<file path="src/rtl/dfb_pkg.sv">
package dfb_pkg;

    typedef enum logic [1:0] {
        MODE_NARROW   = 2'd0,
        MODE_WIDE     = 2'd1,
        MODE_SPLIT_BC = 2'd2,
        MODE_SPLIT    = 2'd3
    } bus_mode_e;

    // one FIFO entry: byte plus its parity bit
    typedef struct packed {
        logic [7:0] data;
        logic       par;
    } fbyte_t;

    // active lanes of one DMA cycle
    typedef struct packed {
        logic hi;
        logic lo;
    } lanes_t;

    function automatic logic [1:0] lane_count(lanes_t l);
        return {1'b0, l.hi} + {1'b0, l.lo};
    endfunction

endpackage

</file>
<file path="src/rtl/dfb_strobe_sel.sv">
module dfb_strobe_sel
    import dfb_pkg::*;
(
    input  logic       clk_i,
    input  logic       rst_ni,
    input  logic [1:0] mode_i,
    input  logic       byte_ctl_en_i,
    input  logic       dir_to_fifo_i,
    input  logic       dack_n_i,
    input  logic       rd_shared_n_i,
    input  logic       rd_dma_n_i,
    input  logic       wr_n_i,
    input  logic       bhe_i,
    input  logic       a0_i,
    output logic       evt_o,
    output lanes_t     lanes_o,
    output logic [1:0] need_o
);

    typedef struct packed {
        logic dack;
        logic rds;
        logic rdd;
        logic wr;
    } prev_t;

    prev_t     s_d, s_q;
    bus_mode_e mode;
    logic      rd_now_n, rd_prev_n;
    logic      rd_evt, wr_evt;

    assign mode = bus_mode_e'(mode_i);

    always_comb begin
        s_d.dack = dack_n_i;
        s_d.rds  = rd_shared_n_i;
        s_d.rdd  = rd_dma_n_i;
        s_d.wr   = wr_n_i;
    end

    always_ff @(posedge clk_i or negedge rst_ni) begin
        if (!rst_ni) s_q <= '1;
        else         s_q <= s_d;
    end

    // read strobe source depends on configuration
    always_comb begin
        rd_now_n  = rd_shared_n_i;
        rd_prev_n = s_q.rds;
        if (mode == MODE_SPLIT_BC) begin
            rd_now_n  = rd_dma_n_i;
            rd_prev_n = s_q.rdd;
        end
    end

    always_comb begin
        if (mode == MODE_SPLIT) rd_evt = !dack_n_i && s_q.dack;
        else                    rd_evt = !dack_n_i && !rd_now_n && rd_prev_n;
        wr_evt = !dack_n_i && !wr_n_i && s_q.wr;
        evt_o  = dir_to_fifo_i ? wr_evt : rd_evt;
    end

    always_comb begin
        lanes_o = '{hi: 1'b1, lo: 1'b1};
        need_o  = 2'd2;
        if (mode == MODE_NARROW) begin
            lanes_o = '{hi: 1'b0, lo: 1'b1};
            need_o  = 2'd1;
        end else if (mode == MODE_SPLIT_BC && byte_ctl_en_i) begin
            lanes_o = '{hi: bhe_i, lo: !a0_i};
            need_o  = 2'd1;
        end
    end

endmodule

</file>
<file path="src/rtl/dfb_fifo.sv">
module dfb_fifo
    import dfb_pkg::*;
#(
    parameter  int DEPTH = 16,
    localparam int PTR_W = $clog2(DEPTH),
    localparam int LVL_W = $clog2(DEPTH + 1)
) (
    input  logic             clk_i,
    input  logic             rst_ni,
    input  logic [1:0]       wr_cnt_i,
    input  fbyte_t           wr_b0_i,
    input  fbyte_t           wr_b1_i,
    input  logic [1:0]       rd_cnt_i,
    output fbyte_t           head0_o,
    output fbyte_t           head1_o,
    output logic [LVL_W-1:0] level_o
);

    localparam logic [PTR_W:0] DEPTH_P = (PTR_W + 1)'(DEPTH);

    typedef struct packed {
        fbyte_t [DEPTH-1:0] mem;
        logic [PTR_W-1:0]   wr_ptr;
        logic [PTR_W-1:0]   rd_ptr;
        logic [LVL_W-1:0]   level;
    } fifo_st_t;

    fifo_st_t s_d, s_q;

    function automatic logic [PTR_W-1:0] ptr_add(logic [PTR_W-1:0] p, logic [1:0] n);
        logic [PTR_W:0] sum;
        sum = {1'b0, p} + {{(PTR_W - 1){1'b0}}, n};
        if (sum >= DEPTH_P) sum = sum - DEPTH_P;
        return sum[PTR_W-1:0];
    endfunction

    always_comb begin
        s_d = s_q;
        if (wr_cnt_i != 2'd0) s_d.mem[s_q.wr_ptr] = wr_b0_i;
        if (wr_cnt_i == 2'd2) s_d.mem[ptr_add(s_q.wr_ptr, 2'd1)] = wr_b1_i;
        s_d.wr_ptr = ptr_add(s_q.wr_ptr, wr_cnt_i);
        s_d.rd_ptr = ptr_add(s_q.rd_ptr, rd_cnt_i);
        s_d.level  = s_q.level + {{(LVL_W - 2){1'b0}}, wr_cnt_i}
                               - {{(LVL_W - 2){1'b0}}, rd_cnt_i};
    end

    always_ff @(posedge clk_i or negedge rst_ni) begin
        if (!rst_ni) s_q <= '0;
        else         s_q <= s_d;
    end

    assign head0_o = s_q.mem[s_q.rd_ptr];
    assign head1_o = s_q.mem[ptr_add(s_q.rd_ptr, 2'd1)];
    assign level_o = s_q.level;

endmodule

</file>
<file path="src/rtl/dfb_xfer_cnt.sv">
module dfb_xfer_cnt #(
    parameter int CNT_W = 24
) (
    input  logic             clk_i,
    input  logic             rst_ni,
    input  logic             load_i,
    input  logic [CNT_W-1:0] load_val_i,
    input  logic [1:0]       dec_i,
    output logic [CNT_W-1:0] left_o
);

    typedef struct packed {
        logic [CNT_W-1:0] left;
    } cnt_st_t;

    cnt_st_t          s_d, s_q;
    logic [CNT_W-1:0] dec_ext;

    assign dec_ext = {{(CNT_W - 2){1'b0}}, dec_i};

    always_comb begin
        s_d = s_q;
        if (load_i)                  s_d.left = load_val_i;
        else if (dec_ext > s_q.left) s_d.left = '0;
        else                         s_d.left = s_q.left - dec_ext;
    end

    always_ff @(posedge clk_i or negedge rst_ni) begin
        if (!rst_ni) s_q <= '0;
        else         s_q <= s_d;
    end

    assign left_o = s_q.left;

endmodule

</file>
<file path="src/rtl/dma_fifo_bridge.sv">
module dma_fifo_bridge
    import dfb_pkg::*;
#(
    parameter  int DEPTH = 16,
    parameter  int CNT_W = 24,
    localparam int LVL_W = $clog2(DEPTH + 1)
) (
    input  logic             clk_i,
    input  logic             rst_ni,
    input  logic [1:0]       mode_i,
    input  logic             byte_ctl_en_i,
    input  logic             dir_to_fifo_i,
    input  logic             dack_n_i,
    input  logic             rd_shared_n_i,
    input  logic             rd_dma_n_i,
    input  logic             wr_n_i,
    input  logic             bhe_i,
    input  logic             a0_i,
    input  logic [15:0]      db_i,
    input  logic [1:0]       dbp_i,
    output logic [15:0]      db_o,
    output logic [1:0]       dbp_o,
    output logic             dreq_o,
    input  logic             cnt_load_i,
    input  logic [CNT_W-1:0] cnt_val_i,
    output logic [CNT_W-1:0] cnt_left_o,
    input  logic             sc_push_i,
    input  logic [7:0]       sc_byte_i,
    input  logic             sc_par_i,
    input  logic             sc_pop_i,
    output logic [7:0]       sc_byte_o,
    output logic             sc_par_o,
    output logic [LVL_W-1:0] level_o
);

    localparam logic [LVL_W-1:0] DEPTH_L = LVL_W'(DEPTH);

    logic             evt;
    lanes_t           lanes;
    logic [1:0]       need, moves, wr_cnt, rd_cnt, dec;
    logic [LVL_W-1:0] level, free, moves_l, need_l;
    logic             dma_ok, room_ok;
    fbyte_t           in_lo, in_hi, in_sc, b0, b1, head0, head1, out_lo, out_hi;

    dfb_strobe_sel strobe_i (
        .clk_i         (clk_i),
        .rst_ni        (rst_ni),
        .mode_i        (mode_i),
        .byte_ctl_en_i (byte_ctl_en_i),
        .dir_to_fifo_i (dir_to_fifo_i),
        .dack_n_i      (dack_n_i),
        .rd_shared_n_i (rd_shared_n_i),
        .rd_dma_n_i    (rd_dma_n_i),
        .wr_n_i        (wr_n_i),
        .bhe_i         (bhe_i),
        .a0_i          (a0_i),
        .evt_o         (evt),
        .lanes_o       (lanes),
        .need_o        (need)
    );

    dfb_fifo #(.DEPTH(DEPTH)) fifo_i (
        .clk_i    (clk_i),
        .rst_ni   (rst_ni),
        .wr_cnt_i (wr_cnt),
        .wr_b0_i  (b0),
        .wr_b1_i  (b1),
        .rd_cnt_i (rd_cnt),
        .head0_o  (head0),
        .head1_o  (head1),
        .level_o  (level)
    );

    dfb_xfer_cnt #(.CNT_W(CNT_W)) cnt_i (
        .clk_i      (clk_i),
        .rst_ni     (rst_ni),
        .load_i     (cnt_load_i),
        .load_val_i (cnt_val_i),
        .dec_i      (dec),
        .left_o     (cnt_left_o)
    );

    assign in_lo = '{data: db_i[7:0],  par: dbp_i[0]};
    assign in_hi = '{data: db_i[15:8], par: dbp_i[1]};
    assign in_sc = '{data: sc_byte_i,  par: sc_par_i};

    always_comb begin
        moves   = lane_count(lanes);
        moves_l = {{(LVL_W - 2){1'b0}}, moves};
        need_l  = {{(LVL_W - 2){1'b0}}, need};
        free    = DEPTH_L - level;
        room_ok = dir_to_fifo_i ? (free >= moves_l) : (level >= moves_l);
        dma_ok  = evt && (cnt_left_o != '0) && (moves != 2'd0) && room_ok;
        dec     = dma_ok ? moves : 2'd0;
        dreq_o  = (cnt_left_o != '0) &&
                  (dir_to_fifo_i ? (free >= need_l) : (level >= need_l));
    end

    // FIFO port steering by direction
    always_comb begin
        if (dir_to_fifo_i) begin
            wr_cnt = dec;
            b0     = lanes.lo ? in_lo : in_hi;
            b1     = in_hi;
            rd_cnt = (sc_pop_i && level != '0) ? 2'd1 : 2'd0;
        end else begin
            wr_cnt = (sc_push_i && level != DEPTH_L) ? 2'd1 : 2'd0;
            b0     = in_sc;
            b1     = in_sc;
            rd_cnt = dec;
        end
    end

    always_comb begin
        out_lo = lanes.lo ? head0 : '0;
        out_hi = lanes.hi ? (lanes.lo ? head1 : head0) : '0;
        db_o   = {out_hi.data, out_lo.data};
        dbp_o  = {out_hi.par, out_lo.par};
    end

    assign sc_byte_o = head0.data;
    assign sc_par_o  = head0.par;
    assign level_o   = level;

endmodule

</file>
<file path="config.mk">
export PLATFORM = sky130hd
export DESIGN_NAME = dma_fifo_bridge
export DESIGN_NICKNAME = d
export VERILOG_FILES = /design/src/rtl/dfb_pkg.sv /design/src/rtl/dfb_strobe_sel.sv /design/src/rtl/dfb_fifo.sv /design/src/rtl/dfb_xfer_cnt.sv /design/src/rtl/dma_fifo_bridge.sv
export SDC_FILE = /design/constraint.sdc
export NUM_CORES = 1
export LEC_CHECK = 0
export ABC_CLOCK_PERIOD_IN_PS = 10940
export BUFFER_PORTS_ARGS = -buffer_cell sky130_fd_sc_hd__buf_2
export CORE_MARGIN = 2
export CORE_UTILIZATION = 65
export DETAILED_ROUTE_END_ITERATION = 8
export HOLD_SLACK_MARGIN = 0.02
export PLACE_DENSITY = 0.85
export SLEW_MARGIN = 20
export SYNTH_ARGS = -nofsm -noshare
export SYNTH_HDL_FRONTEND = slang
export SYNTH_HIERARCHICAL = 1
export SYNTH_SLANG_ARGS = --single-unit
</file>
<file path="constraint.sdc">
create_clock -name clk_i -period 10.94 [get_ports clk_i]
set_clock_uncertainty 0.2 [all_clocks]
set_input_delay 1.641 -clock clk_i [delete_from_list [all_inputs] [get_ports clk_i]]
set_output_delay 1.641 -clock clk_i [all_outputs]
set_load 0.01 [all_outputs]
</file>
==> results of run 1 <==
==> metal layers <==
| metal | share of wire, % | up-vias | GRT usage [%] |
|---|---|---|---|
| li1 | - | 4858 | - |
| met1 | 37 | 5425 | 50.09 |
| met2 | 46 | 848 | 61.38 |
| met3 | 12 | 162 | 9.437 |
| met4 | 4.6 | 0 | 18.11 |
| met5 | 0 | - | 0 |
==> worst min-delay path: stages (launching register included) <==
cell and delay, ns:
dfrtp_1 0.37, mux2i_1 0.07, o21ai_1 0.11
==> sequential cells by signal, indices dropped and copies added, names as in the netlist <==
signal and count:
fifo_i/s_q 152, cnt_i/left_o 24, fifo_i/level_o 5, strobe_i/s_q 4
==> power by group through the flow <==
stage / sequential, W / clock (W) / combinational [W]
final: 0.00135 / 0.000609 / 0.00231
after floorplan: 0.00115 / 0 / 0.00175
after global placement: 0.00131 / 0 / 0.00216
after CTS: 0.00133 / 0.000611 / 0.00224
after global routing: 0.00137 / 0.000643 / 0.00247
after detailed placement: 0.00133 / 0 / 0.00222
==> through the flow <==
stage                     cells  hold slack [ns]
after floorplan            1333           0.2607
after global placement     1626           0.3507
after detailed placement   1626           0.3669
after CTS                  1658           0.3826
after global routing       1658           0.4123
final                      1658           0.3835
==> logic make-up (layout without fill, tap and decap cells) <==
| family | Yosys count | in the layout |
|---|---|---|
| AND/OR/NAND/NOR | 417 | 417 |
| AO/OA/AOI/OAI | 263 | 263 |
| multiplexers | 261 | 261 |
| flip-flops | 185 | 185 |
| buffers and inverters | 150 | 210 |
| adder cells (fa/ha/maj) | 29 | 29 |
| XOR/XNOR | 28 | 28 |
==> final cells by class <==
class / count / area [µm²] / share of cell area (%)
clock buffers: 23 / 488.0 / 3.495
inverters: 34 / 127.6 / 0.9141
repair buffers: 144 / 782.0 / 5.601
clock inverters: 9 / 90.09 / 0.6453
flip-flops and latches: 185 / 4638 / 33.22
well taps: 265 / 331.6 / 2.375
multi-input cells: 998 / 7503 / 53.75
==> how the worst max path moves through the flow <==
| stage | to |
|---|---|
| after global placement | fifo_i/s_q[21] |
| after detailed placement | fifo_i/s_q[20] |
| after global routing | fifo_i/s_q[90] |
| final | fifo_i/s_q[56] |
| after CTS | fifo_i/s_q[20] |
| after floorplan | cnt_i/left_o[7] |
==> cells in the final DEF, fill, tap and decap left out, drive strengths merged, types with 5 or more instances in the layout <==
| cell | count |
|---|---|
| ha | 24 |
| nand3 | 28 |
| nor4 | 15 |
| nand2b | 10 |
| xor2 | 8 |
| a22oi | 9 |
| nor3 | 17 |
| dfrtp | 181 |
| o31ai | 8 |
| buf | 144 |
| a32o | 9 |
| mux2i | 216 |
| fa | 5 |
| and2 | 12 |
| clkinvlp | 5 |
| a221oi | 27 |
| or3 | 6 |
| mux4 | 36 |
| clkbuf | 23 |
| or4 | 5 |
| xnor2 | 20 |
| o21ai | 81 |
| nor2 | 132 |
| nand2 | 156 |
| nor2b | 12 |
| inv | 34 |
| mux2 | 9 |
| a21oi | 106 |
==> summary.txt, run 1 <==
Global route
  – GRT overflow: 0
  – First-pass GRT wire length: 59.75 mm
  – Largest net degree at the start of global routing: 72
  – Initial antenna violation count: 1
  – Total track usage: 38.59%
  – Vias in the first global route: approximately 11000

Synthesis
  – Count leader, synth: mux2i_1
  – Synth Area in Simple Gates: 15.74%
  – Mux contribution to synthesized area: around a quarter
  – Post-synthesis xor/xnor area fraction: 2.188%
  – Sequential area share after synthesis: 36.35%
  – Main combinational cell family by area after synthesis: multiplexers
  – Mean Syn Cell Area: 9.565 µm²
  – Synth cell types: 79
  – Top-area cell type share of the netlist area: 35.53%
  – Most used flip-flop cell after synthesis: dfrtp_1
  – Adder-Cell Fraction of Synth Area: between 3 and 4%
  – Mapped Cells: around 1300
  – FF+latch count, synth: 185
  – Commonest cells post-synth: mux2i_1, dfrtp_1, nand2_1
  – Synth warn: 6
  – Synth Area in Compound Gates: 12.82%
  – Syn_nets: 1428
  – Largest cells by area after synthesis: dfrtp_1, mux2i_1, mux4_2
  – Cell Area, Synth: about 13000 µm²
  – Number of synthesized flops with an enable pin: 0
  – Area leader, netlist: dfrtp_1
  – Ys async rst share: 100.0%

STA
  – Max-slew violation count: 0
  – # setup viols final: 0
  – Crit path time final: 5.779 ns
  – Final WS setup: around 5.2 ns
  – Fin crit share: 52.82%
  – Max transition margin: 16.34%
  – Fmax: between 150 and 200 MHz
  – Final hold viol count: 0
  – Actual slew at the worst max-slew pin: 1.248 ns
  – Setup TNS: 0 ns
  – Unrepaired setup endpoints after global routing: false

Cells and area
  – Filler cell count: 1385
  – Fin nets: 1475
  – Finished layout cell area: 13960 µm²
  – Layout Utilization: 72.21%
  – ANT cells: 0
  – P&R area growth vs syn: 9.500%
  – Layout cells sized above 1: about 20%

Worst setup path
  – CP Depth: 15
  – Highest net fanout along the worst path: 18
  – R2R Path Start: strobe_i/s_q[2]
  – Max stage delay on crit path: 0.89 ns
  – Critical Path End Type: register
  – Startpoint types: primary input
  – CP top delay family: simple AND/OR/NAND/NOR gates
  – Worst EP arrival: 5.86 ns
  – CP Cell Sequence: buf_2 > inv_1 > o21ai_0 > nand2b_1 > inv_2 > ha_1 > ha_1 > nand2b_1 > a21oi_1 > o211ai_1 > and4_1 > nor2b_1 > nand4_1 > nor2_1 > a21oi_1
  – CP bufs+invs: 3
  – Setup Crit Path Kind: in -> reg
  – R2r setup slk: 6.71 ns
  – Endpoint required time on the critical path: 11.02 ns
  – Worst reg2reg path endpoint: cnt_i/left_o[18]
  – Crit path max-delay cell type: nand4_1
  – R2R depth: 12
  – Crit path from: byte_ctl_en_i

Die
  – Total Die Area: between 20000 and 25000 µm²
  – Boundary Pins: around 120
  – Die Ht: 144.1 µm
  – Initial Util: 65.94%
  – Placement row count: 51
  – Chip width: approximately 140 µm
  – Core footprint: slightly below 20000 µm²

Placement
  – Dpl cell area: between 10000 and 15000 µm²
  – Place WS: roughly 4.9 ns
  – HPWL Detailed: 25.08 mm
  – PortBufs: approximately 120
  – GP Congestion: 0.9710

Clock network
  – CTS sink count: about 190
  – Clk_lat worst skew: 0.44 ns
  – Clock root cell: clkbuf_16
  – Post-CTS Hold Fix Bufs: 0
  – Post-CTS Resized: 0
  – Clock transition at path regs: 0.07 ns
  – Buffer count from post-CTS setup fixing: 0
  – CTS tree: built
  – CTS buffer count: 17
  – Clock tree buffer depth: 2
  – H-Tree Depth: 4

Pwr
  – Internal power: 0.002335 W
  – P_leak: 5.951 nW
  – Total Power: 0.004273 W
  – Share of power burned in registers: 31.6%
  – Comb power frac: 54.2%
  – Peak supply drop: about 190 µV
  – NetSw: ~0.0019 W
  – Sw Ratio: 45.36%
  – Clk pwr share: 14.3%
  – Power Density: 306.1 nW/µm²

Min path
  – Hold path endpoint: fifo_i/s_q[60]
  – Worst Hold Depth: 2
  – Hold WC Path Type: reg -> reg
  – Hold_sp: fifo_i/s_q[60]

Drt
  – Vias per cell: a little under 7
  – Routed wire per std cell: 23.62 µm
  – DRC errors left: 0
  – Drt pass-1 iters: 8
  – Routed WL: 39.16 mm
  – Vias: 11290
  – Post-DRT Antenna Nets: 0
  – Drt initial violations: 1570

Run
  – Max-cap violations: 0

Outcome
  – Status: completed
No activity file was read; power rests on OpenSTA's default activity.
==> run 2, diff against run 1 <==
- ABC_CLOCK_PERIOD_IN_PS: 10940 -> 4700
- CORE_UTILIZATION: 65 -> 55
- PLACE_DENSITY: 0.85 -> 0.77
- clock period: 10.94 -> 4.7 ns (I/O delays scaled with it)
==> summary.txt, run 2 (same netlist as run 1, synthesis figures left out) <==
Clock network
  – Post-CTS Hold Fix Bufs: 0 (unchanged)
  – Clock tree buffer depth: 2 (unchanged)
  – Clock root cell: clkbuf_16
  – CTS buffer count: 17 (unchanged)
  – H-Tree Depth: 4 (unchanged)
  – CTS tree: built
  – Post-CTS Resized: 0 (unchanged)
  – CTS sink count: 185 (unchanged)
  – Buffer count from post-CTS setup fixing: 0 (unchanged)
  – Clk_lat worst skew: 0.45 ns (about the same)
  – Clock transition at path regs: 0.08 ns (about the same)

Pwr
  – NetSw: 0.004480 W (+130%)
  – Internal power: 0.005490 W (+140%)
  – P_leak: 6.107 nW (+2.6%)
  – Share of power burned in registers: 30.4% (-1.2 points)
  – Peak supply drop: 423.2 µV (+130%)
  – Total Power: 0.009970 W (+130%)
  – Comb power frac: 55.4% (+1.2 points)
  – Power Density: 700.9 nW/µm² (+130%)
  – Sw Ratio: 44.93% (-0.43 points)
  – Clk pwr share: 14.2% (about the same)

STA
  – Fmax: 235.1 MHz
  – # setup viols final: 0 (unchanged)
  – Max transition margin: 25.27% (+8.9 points)
  – Crit path time final: between 4 and 5 ns
  – Fin crit share: about nine tenths
  – Unrepaired setup endpoints after global routing: false
  – Max-slew violation count: 0 (unchanged)
  – Final hold viol count: 0 (unchanged)
  – Setup TNS: 0 ns (unchanged)
  – Actual slew at the worst max-slew pin: 1.115 ns (-0.1332 ns)

Worst setup path
  – Max stage delay on crit path: 0.96 ns (+0.07 ns)
  – Highest net fanout along the worst path: 16 (-2)
  – Crit path from: fifo_i/s_q[7]
  – CP bufs+invs: 2 (-1)
  – CP Depth: 8 (-7)
  – Endpoint required time on the critical path: 3.80 ns (-7.22 ns)
  – Critical Path End Type: output port
  – Crit path max-delay cell type: dfrtp_1
  – R2R depth: 13 (+1)
  – Startpoint types: register
  – R2R Path Start: strobe_i/s_q[2]
  – CP Cell Sequence: nand3_1 > xnor2_2 > buf_4 > a221oi_1 > a32o_1 > mux2i_1 > nor2_1 > buf_2
  – CP top delay family: flip-flops
  – Worst EP arrival: 3.35 ns (-2.51 ns)
  – Setup Crit Path Kind: reg -> out

Cells and area
  – Leading cell type in the layout, fill and taps excluded: mux2i_1
  – Most frequent cells in the layout: mux2i_1, dfrtp_1, nand2_1
  – Layout cells sized above 1: 21.58% (+1.6 points)
  – Footprint of the multi-input gates: 7467 µm² (-0.48%)
  – Filler cell count: 1839 (+33%)
  – Fin nets: 1509 (+2.3%)
  – Most flop-heavy register: fifo_i/s_q
  – Layout Utilization: 62.64% (-9.6 points)
  – Finished layout cell area: 14220 µm² (+1.9%)
  – Fin cells: 1713 (+3.3%)
  – P&R area growth vs syn: 11.57%
  – Register area: 4638 µm² (unchanged)
  – Max reg flops: 152 (unchanged)

Die
  – Total Die Area: 24420 µm² (+18%)
  – Die Ht: 156.3 µm (+8.5%)
  – Initial Util: 56.14% (-9.8 points)
  – Placement row count: 55 (+7.8%)
  – Boundary Pins: 123 (unchanged)
  – Core footprint: 22710 µm² (+17%)
  – Chip width: 156.3 µm (+8.5%)

Global route
  – Largest net degree at the start of global routing: 94 (+31%)
  – GRT overflow: 0 (unchanged)
  – First-pass GRT wire length: 60.03 mm (+0.46%)
  – Vias in the first global route: 10530 (-1.5%)
  – Initial antenna violation count: 2 (+1)
  – Total track usage: 32.27% (-6.3 points)

Placement
  – GP Congestion: 0.9493 (-2.2%)
  – HPWL Detailed: 26.20 mm (+4.4%)
  – PortBufs: 122 (unchanged)
  – DP Cell Count: 1680 (+3.3%)
  – Dpl cell area: 13660 µm² (+2.3%)

Min path
  – Hold WC Path Type: in -> async

Drt
  – Vias: 10970 (-2.9%)
  – Drt initial violations: 1166 (-26%)
  – Vias per cell: 6.402 (-6.0%)
  – Routed wire per std cell: 22.50 µm (-4.7%)
  – Drt pass-1 iters: 5 (-3)
  – Routed WL: 38.55 mm (-1.6%)
  – DRC errors left: 0 (unchanged)
  – Post-DRT Antenna Nets: 0 (unchanged)

Run
  – Max-cap violations: 0 (unchanged)

Outcome
  – Status: completed
-- run 2: cell type report --
| class | count | area share [%] |
|---|---|---|
| multi-input cells | 998 | 52.49 |
| flip-flops and latches | 185 | 32.61 |
| repair buffers | 178 | 7.556 |
| clock buffers | 18 | 3.017 |
| well taps | 285 | 2.507 |
| clock inverters | 14 | 0.9060 |
| inverters | 34 | 0.8972 |
| diodes | 1 | 0.01759 |
-- run 2: worst paths after layout --
path / to / slack, ns
worst max-delay path: db_o[14] / 0.45
worst min register to register: fifo_i/s_q[40] / 0.39
worst min-delay path: cnt_i/left_o[5] / 0.11
min in group clk_i: strobe_i/s_q[0] / 0.16
worst max register to register: cnt_i/left_o[22] / 0.66
max in group asynchronous: fifo_i/s_q[107] / 3.14
-- run 2: metal layers --
layer  part of all wire, %  up-vias  global-route usage (%)  wire [µm]
met1                    40     5370                   42.69      15390
met5                     0        -                       0          0
met4                   3.8        0                   14.55       1451
met2                    47      562                   51.08      18140
li1                      -     4941                       -          -
met3                   9.2       93                   7.062       3563
-- run 2: worst reg2reg max path, cell delays in order, from the launching register on --
cell and delay [ns]:
dfstp_2 0.52, nor2b_1 0.15, o21ai_1 0.09, o41ai_2 0.28, nand2b_1 0.12, a211oi_1 0.42, o211a_1 0.24, ha_1 0.18
fa_1 0.26, nor4b_1 0.52, nand3_1 0.41, o21a_1 0.29, a31oi_1 0.15, a31oi_1 0.11
-- run 2: stage by stage --
step,hold slack [ns],setup WS (ns)
after CTS,0.1484,0.5579
after global routing,0.1482,0.3049
after global placement,0.3489,0.3587
after detailed placement,0.3580,0.2020
after floorplan,0.2094,0.3186
final,0.1056,0.4464
-- run 2: power by group through the flow --
stage                     clock network (W)  logic [W]  registers, W
after floorplan                           0    0.00407       0.00268
after global placement                    0    0.00528       0.00297
after detailed placement                  0    0.00543       0.00301
after CTS                           0.00144    0.00545       0.00299
after global routing                0.00149    0.00592       0.00311
final                               0.00142    0.00552       0.00303
==> run 3, diff against run 2 <==
- CORE_UTILIZATION: 55 -> 30
- PLACE_DENSITY: 0.77 -> 0.47
==> summary.txt, run 3 (same netlist as run 1, synthesis figures left out) <==
Clock network
  – Clock root cell: clkbuf_16
  – Buffer count from post-CTS setup fixing: 0 (unchanged)
  – Post-CTS Resized: 0 (unchanged)
  – CTS tree: built
  – Post-CTS Hold Fix Bufs: 0 (unchanged)
  – Clock transition at path regs: 0.07 ns (about the same)
  – CTS buffer count: 17 (unchanged)
  – CTS sink count: 185 (unchanged)
  – Clk_lat worst skew: 0.45 ns (about the same)
  – H-Tree Depth: 4 (unchanged)
  – Clock tree buffer depth: 2 (unchanged)

Min path
  – Hold WC Path Type: in -> async

Drt
  – Vias: 10610 (-3.2%)
  – Post-DRT Antenna Nets: 0 (unchanged)
  – Routed wire per std cell: 22.61 µm (+0.50%)
  – DRC errors left: 0 (unchanged)
  – Vias per cell: 5.357 (-16%)
  – Drt pass-1 iters: 5 (unchanged)
  – Drt initial violations: 746 (-36%)
  – Routed WL: 44.80 mm (+16%)

Cells and area
  – Footprint of the multi-input gates: 7483 µm² (+0.22%)
  – P&R area growth vs syn: 15.16%
  – Filler cell count: 4281 (+130%)
  – Register area: 4638 µm² (unchanged)
  – Most frequent cells in the layout: mux2i_1, dfrtp_1, nand2_1
  – Most flop-heavy register: fifo_i/s_q
  – Fin nets: 1520 (+0.73%)
  – Leading cell type in the layout, fill and taps excluded: mux2i_1
  – Fin cells: 1981 (+16%)
  – Max reg flops: 152 (unchanged)
  – Layout cells sized above 1: 22.18% (+0.60 points)

Worst setup path
  – Worst setup endpoint: db_o[13]
  – R2R depth: 12 (-1)
  – Critical Path End Type: output port
  – Endpoint required time on the critical path: 3.80 ns (about the same)
  – Worst reg2reg path endpoint: cnt_i/left_o[18]
  – CP bufs+invs: 2 (unchanged)
  – Crit path max-delay cell type: ha_1
  – CP top delay family: simple AND/OR/NAND/NOR gates
  – CP Cell Sequence: ha_1 > buf_4 > and2_1 > nand3_1 > a32o_1 > mux2i_1 > nor2_1 > buf_2
  – R2R Path Start: strobe_i/s_q[2]
  – Crit path from: fifo_i/s_q[5]
  – CP Depth: 8 (unchanged)
  – Max stage delay on crit path: 0.71 ns (-0.25 ns)
  – R2r setup slk: 0.55 ns (-0.11 ns)
  – Startpoint types: register
  – Worst EP arrival: 3.45 ns (+0.10 ns)
  – Setup Crit Path Kind: reg -> out
  – Highest net fanout along the worst path: 10 (-6)

STA
  – Max transition margin: 37.11% (+12 points)
  – Max-slew violation count: 0 (unchanged)
  – Fin crit share: 92.69% (+2.2 points)
  – Setup TNS: 0 ns (unchanged)
  – Final WS setup: 0.3434 ns (-0.1031 ns)
  – Final hold viol count: 0 (unchanged)
  – Crit path time final: 4.357 ns (+0.1031 ns)
  – Unrepaired setup endpoints after global routing: false
  – Fmax: 229.5 MHz (-2.4%)
  – # setup viols final: 0 (unchanged)
  – Actual slew at the worst max-slew pin: 0.9434 ns (-0.1715 ns)

Die
  – Placement row count: 75 (+36%)
  – Total Die Area: 44170 µm² (+81%)
  – Boundary Pins: 123 (unchanged)
  – Initial Util: 30.40% (-26 points)
  – Core footprint: 41950 µm² (+85%)
  – Die Ht: 210.2 µm (+34%)
  – Chip width: 210.2 µm (+34%)

Placement
  – Place WS: -0.006440 ns (-0.2084 ns)
  – PortBufs: 122 (unchanged)
  – HPWL Detailed: 30.87 mm (+18%)
  – DP Cell Count: 1945 (+16%)
  – GP Congestion: 0.8559 (-9.8%)

Pwr
  – Power Density: 697.3 nW/µm² (-0.51%)
  – Peak supply drop: 297.6 µV (-30%)
  – P_leak: 6.174 nW (+1.1%)

Global route
  – GRT overflow: 0 (unchanged)
  – Total track usage: 20.73% (-12 points)
  – Largest net degree at the start of global routing: 103 (+9.6%)
  – Vias in the first global route: 10500 (-0.32%)
  – First-pass GRT wire length: 68.50 mm (+14%)
  – Initial antenna violation count: 6 (+4)

Run
  – Max-cap violations: 0 (unchanged)

Outcome
  – Status: completed
==> run 3: stage by stage <==
| stage | instance area, µm² | util [%] | power [W] | hold WS, ns |
|---|---|---|---|---|
| 3_5_place_dp | 14050 | 33.49 | 0.008659 | 0.3618 |
| 3_3_place_gp | 14050 | 33.49 | 0.008614 | 0.3558 |
| 2_1_floorplan | 12750 | - | 0.006752 | 0.2094 |
| 4_1_cts | 14660 | 34.95 | 0.01025 | 0.1320 |
| 5_1_grt | 14680 | 34.99 | 0.01090 | 0.1309 |
| 6_report | 14680 | 35.00 | 0.01024 | 0.1605 |
==> run 3: where the power goes <==
part           total [W]  leakage [nW]  switching, W  internal (W)
logic            0.00567          3.61       0.00314       0.00253
clock network    0.00156         0.292      0.000678      0.000879
registers        0.00301          2.27      0.000735       0.00228
==> run 3: cell type report <==
class                   count  share of cell area, %
clock inverters            11                 0.9800
well taps                 539                  4.593
clock buffers              21                  3.204
inverters                  34                 0.8692
diodes                      4                0.06817
repair buffers            189                  7.729
flip-flops and latches    185                  31.59
multi-input cells         998                  50.97
==> run 3: worst min-delay path by stage <==
stage                    from                to  slack [ns]  depth (start not counted)
2_1_floorplan          rst_ni   cnt_i/left_o[0]        0.21                          0
3_3_place_gp   fifo_i/s_q[97]    fifo_i/s_q[97]        0.36                          2
3_5_place_dp   fifo_i/s_q[95]    fifo_i/s_q[95]        0.36                          2
4_1_cts                wr_n_i   strobe_i/s_q[0]        0.13                          1
5_1_grt            rd_dma_n_i   strobe_i/s_q[1]        0.13                          1
6_report               rst_ni  cnt_i/left_o[23]        0.16                          1
==> run 3: layer usage <==
layer  part of all wire, %  global-route usage (%)  vias to the layer above  routed length [µm]
met4                   1.5                   5.258                        4                 679
met3                   4.7                   3.501                       41                2120
met1                    46                   28.27                     5293               20470
met5                 0.060                       0                        -                  27
met2                    48                   34.20                      304               21500
li1                      -                       -                     4970                   -
